===== config.mk =====
export PLATFORM = sky130hd
export DESIGN_NAME = pulse_accum
export DESIGN_NICKNAME = d
export VERILOG_FILES = /design/src/rtl/pacc_pkg.sv /design/src/rtl/pacc_sync.sv /design/src/rtl/pacc_prescale.sv /design/src/rtl/pacc_level_fsm.sv /design/src/rtl/pulse_accum.sv
export SDC_FILE = /design/constraint.sdc
export NUM_CORES = 1
export LEC_CHECK = 0
export ABC_AREA = 0
export BUFFER_PORTS_ARGS = -buffer_cell sky130_fd_sc_hd__buf_2
export CORE_MARGIN = 3
export CORE_UTILIZATION = 50
export CTS_CLUSTER_SIZE = 14
export DETAILED_ROUTE_END_ITERATION = 12
export PLACE_DENSITY = 0.73
export RECOVER_POWER = 50
export SLEW_MARGIN = 10
export SYNTH_ARGS = -nofsm -noshare
export SYNTH_HDL_FRONTEND = slang
export SYNTH_SLANG_ARGS = --single-unit

===== constraint.sdc =====
create_clock -name clk -period 3.3 [get_ports clk]
set_input_delay 0.33 -clock clk [delete_from_list [all_inputs] [get_ports clk]]
set_output_delay 0.33 -clock clk [all_outputs]
set_load 0.05 [all_outputs]

===== src/rtl/pacc_pkg.sv =====
package pacc_pkg;

    localparam int DATA_W  = 8;
    localparam int ADDR_W  = 2;

    localparam logic [ADDR_W-1:0] ADDR_CTRL  = 2'd0;
    localparam logic [ADDR_W-1:0] ADDR_STAT  = 2'd1;
    localparam logic [ADDR_W-1:0] ADDR_COUNT = 2'd2;

    localparam int STAT_OVF  = 0;
    localparam int STAT_EDGE = 1;

    // control register, enable in bit 0 upward
    typedef struct packed {
        logic ie_edge;
        logic ie_ovf;
        logic pol;
        logic gated;
        logic en;
    } ctrl_t;

    localparam int CTRL_W = $bits(ctrl_t);

    typedef enum logic {
        LVL_IDLE   = 1'b0,
        LVL_ACTIVE = 1'b1
    } lvl_state_e;

endpackage


===== src/rtl/pacc_sync.sv =====
module pacc_sync #(
    parameter int STAGES = 2
) (
    input  logic clk,
    input  logic rst_n,
    input  logic d,
    output logic q
);
    logic [STAGES-1:0] chain_q;

    generate
        if (STAGES == 1) begin : g_single
            always_ff @(posedge clk or negedge rst_n) begin
                if (!rst_n) chain_q <= '0;
                else        chain_q <= d;
            end
        end else begin : g_multi
            always_ff @(posedge clk or negedge rst_n) begin
                if (!rst_n) chain_q <= '0;
                else        chain_q <= {chain_q[STAGES-2:0], d};
            end
        end
    endgenerate

    assign q = chain_q[STAGES-1];
endmodule


===== src/rtl/pacc_prescale.sv =====
module pacc_prescale #(
    parameter int DIV_BITS = 6
) (
    input  logic clk,
    input  logic rst_n,
    output logic tick
);
    logic [DIV_BITS-1:0] div_q;

    // free running: nothing but reset ever restarts it
    always_ff @(posedge clk or negedge rst_n) begin
        if (!rst_n) div_q <= '0;
        else        div_q <= div_q + 1'b1;
    end

    assign tick = &div_q;
endmodule


===== src/rtl/pacc_level_fsm.sv =====
module pacc_level_fsm
    import pacc_pkg::*;
(
    input  logic clk,
    input  logic rst_n,
    input  logic lvl_sync,
    input  logic pol,
    output logic active_now,
    output logic open_pulse,
    output logic close_pulse
);
    lvl_state_e state_q, state_d;

    assign active_now = lvl_sync ^ pol;

    always_ff @(posedge clk or negedge rst_n) begin
        if (!rst_n) state_q <= LVL_IDLE;
        else        state_q <= state_d;
    end

    always_comb begin
        state_d     = state_q;
        open_pulse  = 1'b0;
        close_pulse = 1'b0;
        unique case (state_q)
            LVL_IDLE: begin
                if (active_now) begin       // T_OPEN
                    state_d    = LVL_ACTIVE;
                    open_pulse = 1'b1;
                end
            end
            LVL_ACTIVE: begin
                if (!active_now) begin      // T_CLOSE
                    state_d     = LVL_IDLE;
                    close_pulse = 1'b1;
                end
            end
            default: state_d = LVL_IDLE;
        endcase
    end
endmodule


===== src/rtl/pulse_accum.sv =====
module pulse_accum
    import pacc_pkg::*;
#(
    parameter int SYNC_STAGES   = 2,
    parameter int PRESCALE_BITS = 6
) (
    input  logic              clk,
    input  logic              rst_n,
    input  logic [ADDR_W-1:0] bus_addr,
    input  logic              bus_wr,
    input  logic [DATA_W-1:0] bus_wdata,
    output logic [DATA_W-1:0] bus_rdata,
    input  logic              pa_in,
    output logic              irq_ovf,
    output logic              irq_edge
);
    ctrl_t             ctrl_q;
    logic [DATA_W-1:0] cnt_q;
    logic              flag_ovf_q, flag_edge_q;

    logic pin_sync, pre_tick;
    logic active_now, open_pulse, close_pulse;
    logic wr_ctrl, wr_stat, wr_cnt;
    logic step, wrap, edge_evt;

    pacc_sync #(.STAGES(SYNC_STAGES)) u_sync (
        .clk (clk), .rst_n(rst_n), .d(pa_in), .q(pin_sync)
    );

    pacc_prescale #(.DIV_BITS(PRESCALE_BITS)) u_prescale (
        .clk (clk), .rst_n(rst_n), .tick(pre_tick)
    );

    pacc_level_fsm u_level (
        .clk        (clk),
        .rst_n      (rst_n),
        .lvl_sync   (pin_sync),
        .pol        (ctrl_q.pol),
        .active_now (active_now),
        .open_pulse (open_pulse),
        .close_pulse(close_pulse)
    );

    assign wr_ctrl = bus_wr && (bus_addr == ADDR_CTRL);
    assign wr_stat = bus_wr && (bus_addr == ADDR_STAT);
    assign wr_cnt  = bus_wr && (bus_addr == ADDR_COUNT);

    assign step     = ctrl_q.en && (ctrl_q.gated ? (pre_tick && active_now) : open_pulse);
    assign wrap     = step && !wr_cnt && (cnt_q == '1);
    assign edge_evt = ctrl_q.gated ? close_pulse : open_pulse;

    always_ff @(posedge clk or negedge rst_n) begin
        if (!rst_n) begin
            ctrl_q <= '0;
        end else if (wr_ctrl) begin
            ctrl_q <= ctrl_t'(bus_wdata[CTRL_W-1:0]);
        end
    end

    // software write takes priority over a step in the same cycle
    always_ff @(posedge clk or negedge rst_n) begin
        if (!rst_n)      cnt_q <= '0;
        else if (wr_cnt) cnt_q <= bus_wdata;
        else if (step)   cnt_q <= cnt_q + 1'b1;
    end

    always_ff @(posedge clk or negedge rst_n) begin
        if (!rst_n) begin
            flag_ovf_q  <= 1'b0;
            flag_edge_q <= 1'b0;
        end else begin
            flag_ovf_q  <= wrap     | (flag_ovf_q  & ~(wr_stat & bus_wdata[STAT_OVF]));
            flag_edge_q <= edge_evt | (flag_edge_q & ~(wr_stat & bus_wdata[STAT_EDGE]));
        end
    end

    always_comb begin
        case (bus_addr)
            ADDR_CTRL:  bus_rdata = DATA_W'(ctrl_q);
            ADDR_STAT:  bus_rdata = DATA_W'({flag_edge_q, flag_ovf_q});
            ADDR_COUNT: bus_rdata = cnt_q;
            default:    bus_rdata = '0;
        endcase
    end

    assign irq_ovf  = flag_ovf_q  & ctrl_q.ie_ovf;
    assign irq_edge = flag_edge_q & ctrl_q.ie_edge;
endmodule


## Word level (Yosys, flattened, before mapping)

Index checks and enable logic that the tools add are counted.

| storage, ports and cells | value |
|---|---|
| flip-flop bits (word level) | 24 |
| output and inout port bits | 10 |

| operators by class | value |
|---|---|
| add/subtract/negate cells | 2 |
| eq/ne operators | 3 |
| mux-type cells | 9 |
| bitwise operators | 11 |
| reductions and logical operators | 11 |

Operators by type and width:

| cell | count |
|---|---|
| $pmux 8 s3 | 1 |
| $mux 8 | 2 |
| $add 8x1->8 const B | 1 |
| $eq 8x8->1 const B | 1 |
| $logic_and 1x1->1 | 7 |
| $add 6x1->6 const B | 1 |
| $and 1x1->1 | 6 |
| $mux 1 | 6 |
| $reduce_and 6->1 | 1 |
| $eq 2x1->1 const B | 1 |
| $eq 2x2->1 const B | 1 |
| $logic_not 2->1 | 1 |
| $not 1->1 | 2 |
| $or 1x1->1 | 2 |
| $reduce_bool 2->1 | 1 |
| $logic_not 1->1 | 1 |
| $xor 1x1->1 | 1 |

## Longest topological paths before layout

| depth | value |
|---|---|
| word-level depth | 8 |
| gate-level depth with buffers | 6 |
| depth with buffers taken out | 5 |

## Hierarchy

From an unflattened synthesis, not the netlist that was laid out.

| unflattened totals | value |
|---|---|
| cell total of the unflattened synthesis | 123 |
| area total of the unflattened synthesis | 1238.7 um^2 |

By module, submodules not included:

| module | times used | cells each | area an instance (um^2) | sequential area each (um^2) |
|---|---|---|---|---|
| pulse_accum | 1 | 97 | 902.1 | 375.4 |
| pacc_prescale | 1 | 19 | 239.0 | 150.1 |
| pacc_sync | 1 | 2 | 50.0 | 50.0 |
| pacc_level_fsm | 1 | 5 | 47.5 | 25.0 |

## Worst setup path after synthesis

OpenSTA, ideal clock, no wires.

| timing path | value |
|---|---|
| path kind | input -> output |
| start point | input port bus_addr[0] |
| end point | output port bus_rdata[0] |
| data arrival time | 1698 ps |
| required time | 2970 ps |
| slack | 1272 ps |
| stages on the path | 3 |
| path buffers | 1 |
| cell sequence | buf_2 -> mux2i_1 -> o21ai_0 |

| between the ends | value |
|---|---|
| cells in the longest elaborated chain, start to end | 2 |
| elaborated cells on any way between the ends | 4 |
| those cells by class | eq/ne: 2; mux: 1; reduce/logical: 1 |

Ends and longest elaborated chain:

| what | line | text |
|---|---|---|
| start: declaration | pulse_accum.sv:9 | `input logic [ADDR_W-1:0] bus_addr,` |
| $eq 2x2->1 (tied with other cells) | pulse_accum.sv:78 | `case (bus_addr)` |
| $pmux 8 s3 (*) | pulse_accum.sv:78 |  |
| end: declaration | pulse_accum.sv:12 | `output logic [DATA_W-1:0] bus_rdata,` |

Every way passes the cells marked *; elsewhere a longest branch is shown, timed or not.

## Worst setup path in the final report

| timing path | value |
|---|---|
| start point | register u_prescale.div_q[0] |
| end point | register cnt_q[5] |

| between the ends | value |
|---|---|
| cells in the longest elaborated chain, start to end | 5 |

Ends and longest elaborated chain:

| what | line | text |
|---|---|---|
| start: declaration | pacc_prescale.sv:8 | `logic [DIV_BITS-1:0] div_q;` |
| start signal: assignment | pacc_prescale.sv:13 | `else div_q <= div_q + 1'b1;` |
| $reduce_and 6->1 | pacc_prescale.sv:16 | `assign tick = &div_q;` |
| $logic_and 1x1->1 | pulse_accum.sv:48 | `assign step = ctrl_q.en && (ctrl_q.gated ? (pre_tick && active_now) : open_pulse);` |
| $mux 1 | pulse_accum.sv:48 |  |
| $logic_and 1x1->1 | pulse_accum.sv:48 |  |
| $reduce_bool 2->1 (no source line) | -- |  |
| end signal: assignment | pulse_accum.sv:63 | `else if (wr_cnt) cnt_q <= bus_wdata;` |
| end signal: assignment | pulse_accum.sv:64 | `else if (step) cnt_q <= cnt_q + 1'b1;` |
| end: declaration | pulse_accum.sv:18 | `logic [DATA_W-1:0] cnt_q;` |

Every way passes these cells.
A chain may end at the register's enable or synchronous reset.

==> impl_metrics.env <==
export IMPL_cts_sinks=24
export IMPL_crit_arrival_ps=2110
export IMPL_yosysUniqueCellTypes=35
export IMPL_gp_congestion=0.854
export IMPL_p_leak_uw=0.000636
export IMPL_overflow=0
export IMPL_yosysTopAreaCell="dfrtp_1"
export IMPL_cpPeakStageDelay_ps=540
export IMPL_clk_latency_ps=320
export IMPL_rows=17
export IMPL_hold_viol_final=0
export IMPL_rsz0062_at_grt="no"
export IMPL_htree_num_levels=1
export IMPL_powerDensity_nw_per_um2=600
export IMPL_antenna_found_initial=0
export IMPL_ant_nets=0
export IMPL_netlist_area_sq_um=1250
export IMPL_cts_tree="yes"
export IMPL_fin_nets=163
export IMPL_seq_area_frac_synth=0.481
export IMPL_drive_gt1_frac=0.247
export IMPL_min_from="pa_in"
export IMPL_cts_root_buf="clkbuf_4"
export IMPL_period_needed_ps=1860
export IMPL_core_area_sq_um=2300
export IMPL_critPathMaxFanout=12
export IMPL_die_x_um=56.0
export IMPL_grt_pass1_wl_um=4290
export IMPL_skew_ps=1.67
export IMPL_synth_compound_area_share=0.110
export IMPL_hold_class="primary input to flop"
export IMPL_cts_setup_buffers=0
export IMPL_r2r_slack_ps=1440
export IMPL_gr_usage_met1=0.220
export IMPL_busiest_layer="met2"
export IMPL_cp_end_kind="flop"
export IMPL_grt_pass1_vias=944
export IMPL_fmax_mhz=538
export IMPL_route_detailed_wl_per_inst_um=14.7
export IMPL_crit_chain="ha_1, nand3_1, o22a_1, or4_1, a31oi_1"
export IMPL_cp_startpoint="u_prescale.div_q[0]$_DFF_PN0_"
export IMPL_yosys_area_share_simple=0.241
export IMPL_synth_warnings=0
export IMPL_ys_flop_type="dfrtp_1"
export IMPL_io_pin_count=24
export IMPL_first_iter_violations=34
export IMPL_met3_usage=0.0418
export IMPL_start_kind="flop"
export IMPL_yosys_area_top_type_share=0.481
export IMPL_critPathSlowestCell="or4_1"
export IMPL_layout_cells_non_filler=174
export IMPL_syn_avg_cell_area_sq_um=10.2
export IMPL_drc_errors=0
export IMPL_track_usage=0.175
export IMPL_via_per_inst=6.01
export IMPL_port_buffer_count=23
export IMPL_clk_pin_slew_worst_paths_ps=130
export IMPL_r2r_start="u_prescale.div_q[0]$_DFF_PN0_"
export IMPL_syn_num_nets=138
export IMPL_setup_tns_ps=0
export IMPL_firstDrtPassIters=4
export IMPL_synth_area_leaders="dfrtp_1 (48%), mux2_2 (4.5%), mux2i_1 (4.0%)"
export IMPL_routed_wl_um=2550
export IMPL_ys_ff_latch=24
export IMPL_cts_resized=0
export IMPL_synth_top_family_by_area="simple AND/OR/NAND/NOR gates"
export IMPL_met2_usage=0.296
export IMPL_maxSlewHeadroom=0.160
export IMPL_finalSetupViolations=0
export IMPL_vias=1046
export IMPL_ir_worst_vdd_v=0.000362
export IMPL_die_y_um=56.0
export IMPL_clockBufferDepth=2
export IMPL_tightest_slew_ps=1260
export IMPL_syn_inst=122
export IMPL_insertedDiodeCount=0
export IMPL_drv_slew=0
export IMPL_initial_core_util=0.543
export IMPL_synthMuxAreaShare=0.0853
export IMPL_n_fill_cell=193
export IMPL_numCtsBuffers=3
export IMPL_drv_cap=0
export IMPL_synth_edf_count=0
export IMPL_synthToLayoutAreaGrowth_pct=15.4
export IMPL_ys_async_sr_fraction=1.00
export IMPL_dieArea_sq_um=3130
export IMPL_dp_hpwl_um=1930
export IMPL_dpl_cell_count=169
export IMPL_post_route_period_util=0.563
export IMPL_crit_required_ps=3550
export IMPL_crit_type="flop to flop"
export IMPL_synthAdderAreaFrac=0.0201
export IMPL_grt_max_degree=25
export IMPL_yosys_area_share_xor_xnor=0.0411
export IMPL_status="finished, final reports clean"
-- synth_stat cells (2+ instances only) --
| cell | instances |
|---|---|
| dfrtp_1 | 24 |
| nor2_1 | 12 |
| nand2_1 | 9 |
| and2_1 | 7 |
| o21ai_0 | 7 |
| nand3_1 | 6 |
| nand4_1 | 6 |
| a31oi_1 | 5 |
| mux2_2 | 5 |
| mux2i_1 | 5 |
| buf_2 | 3 |
| nand4b_1 | 3 |
| or4_1 | 3 |
| ha_1 | 2 |
| inv_1 | 2 |
| o31ai_1 | 2 |
| xnor2_1 | 2 |
| xor2_1 | 2 |
-- sequential cells by signal, indices dropped and copies added, names as in the netlist --
signal            flops
cnt_q                 8
ctrl_q                5
u_level.state_q       1
flag_edge_q           1
u_sync.chain_q        2
u_prescale.div_q      6
flag_ovf_q            1
-- cell families after synthesis --
family                     count (synthesis)
and+or+nand+nor                           54
DFF                                       24
AOI/OAI and AO/OA                         21
muxes                                     10
buffers and inverters                      6
xor gates and xnor gates                   5
adders and majority gates                  2
-- stage by stage --
step	power [uW]	utilization	hold WS (ps)	setup WS, ps	area [sq um]
after CTS	868	0.627	98.0	1430	1440
final	864	0.627	106	1440	1440
after floorplan	583	-	34.4	1270	1250
after detailed placement	653	0.600	334	1470	1380
after global placement	648	0.600	333	1550	1380
after global routing	913	0.627	83.6	1310	1440
-- report_power, final --
group | switching, uW | total, uW | internal (uW)
registers | 63.0 | 404 | 341
logic | 158 | 248 | 90.1
clock network | 89.0 | 212 | 123
-- timing repair --
| item | in CTS | in global routing |
|---|---|---|
| hold buffers | 1 | 0 |
| endpoints found under the setup margin | 0 | 0 |
| endpoints found under the hold margin | 24 | 0 |
-- metal layers --
| layer | wire length [um] | vias to the layer above |
|---|---|---|
| li1 | - | 500 |
| met1 | 1120 | 518 |
| met2 | 1260 | 23 |
| met3 | 129 | 5 |
| met4 | 42 | 0 |
| met5 | 0 | - |
-- worst max-delay path, delay by kind of cell, from the launching register on --
family          cells  cell delay (ps)
simple gates        2              680
fa+ha+maj           1              190
compound gates      2              520
flops               1              390
-- layout by cell type, fill, tap and decap left out --
master	instances
dfrtp_1	24
buf_2	22
nor2_1	12
nand2_1	9
o21ai_0	7
and2_1	7
nand3_1	6
nand4_1	6
mux2i_1	5
mux2_2	5
a31oi_1	5
nand4b_1	3
or4_1	3
clkbuf_4	3
xnor2_1	2
inv_1	2
xor2_1	2
o31ai_1	2
ha_1	2
nor2b_1	1
o22ai_1	1
xor2_2	1
and3_2	1
and4_1	1
a221o_2	1
nor3b_1	1
o22a_1	1
nand2_4	1
o211ai_1	1
and3_1	1
or3_1	1
a211o_1	1
a41oi_1	1
a21oi_1	1
or3_2	1
bufinv_16	1
dlygate4sd3_1	1
clkbuf_1	1
-- final cells by class --
| cell class | count | area (sq um) | area share |
|---|---|---|---|
| clock buffer | 3 | 22.5 | 0.0156 |
| clock inverter | 1 | 30.0 | 0.0209 |
| inverter | 2 | 7.51 | 0.00521 |
| multi-input combinational | 92 | 621 | 0.431 |
| sequential | 24 | 601 | 0.417 |
| tap | 28 | 35.0 | 0.0243 |
| timing repair buffer | 24 | 124 | 0.0860 |
-- worst paths after layout --
kind                                            endpoint  cells past startpoint
max reg2reg                         cnt_q[5]$_DFFE_PN0P_                      5
max in group asynchronous  u_prescale.div_q[5]$_DFF_PN0_                      2
min reg2reg                  u_sync.chain_q[1]$_DFF_PN0_                      0
max                                 cnt_q[5]$_DFFE_PN0P_                      5
min in group asynchronous           flag_ovf_q$_DFF_PN0_                      2
min                          u_sync.chain_q[0]$_DFF_PN0_                      1
Power figures use the tool's default switching activity.
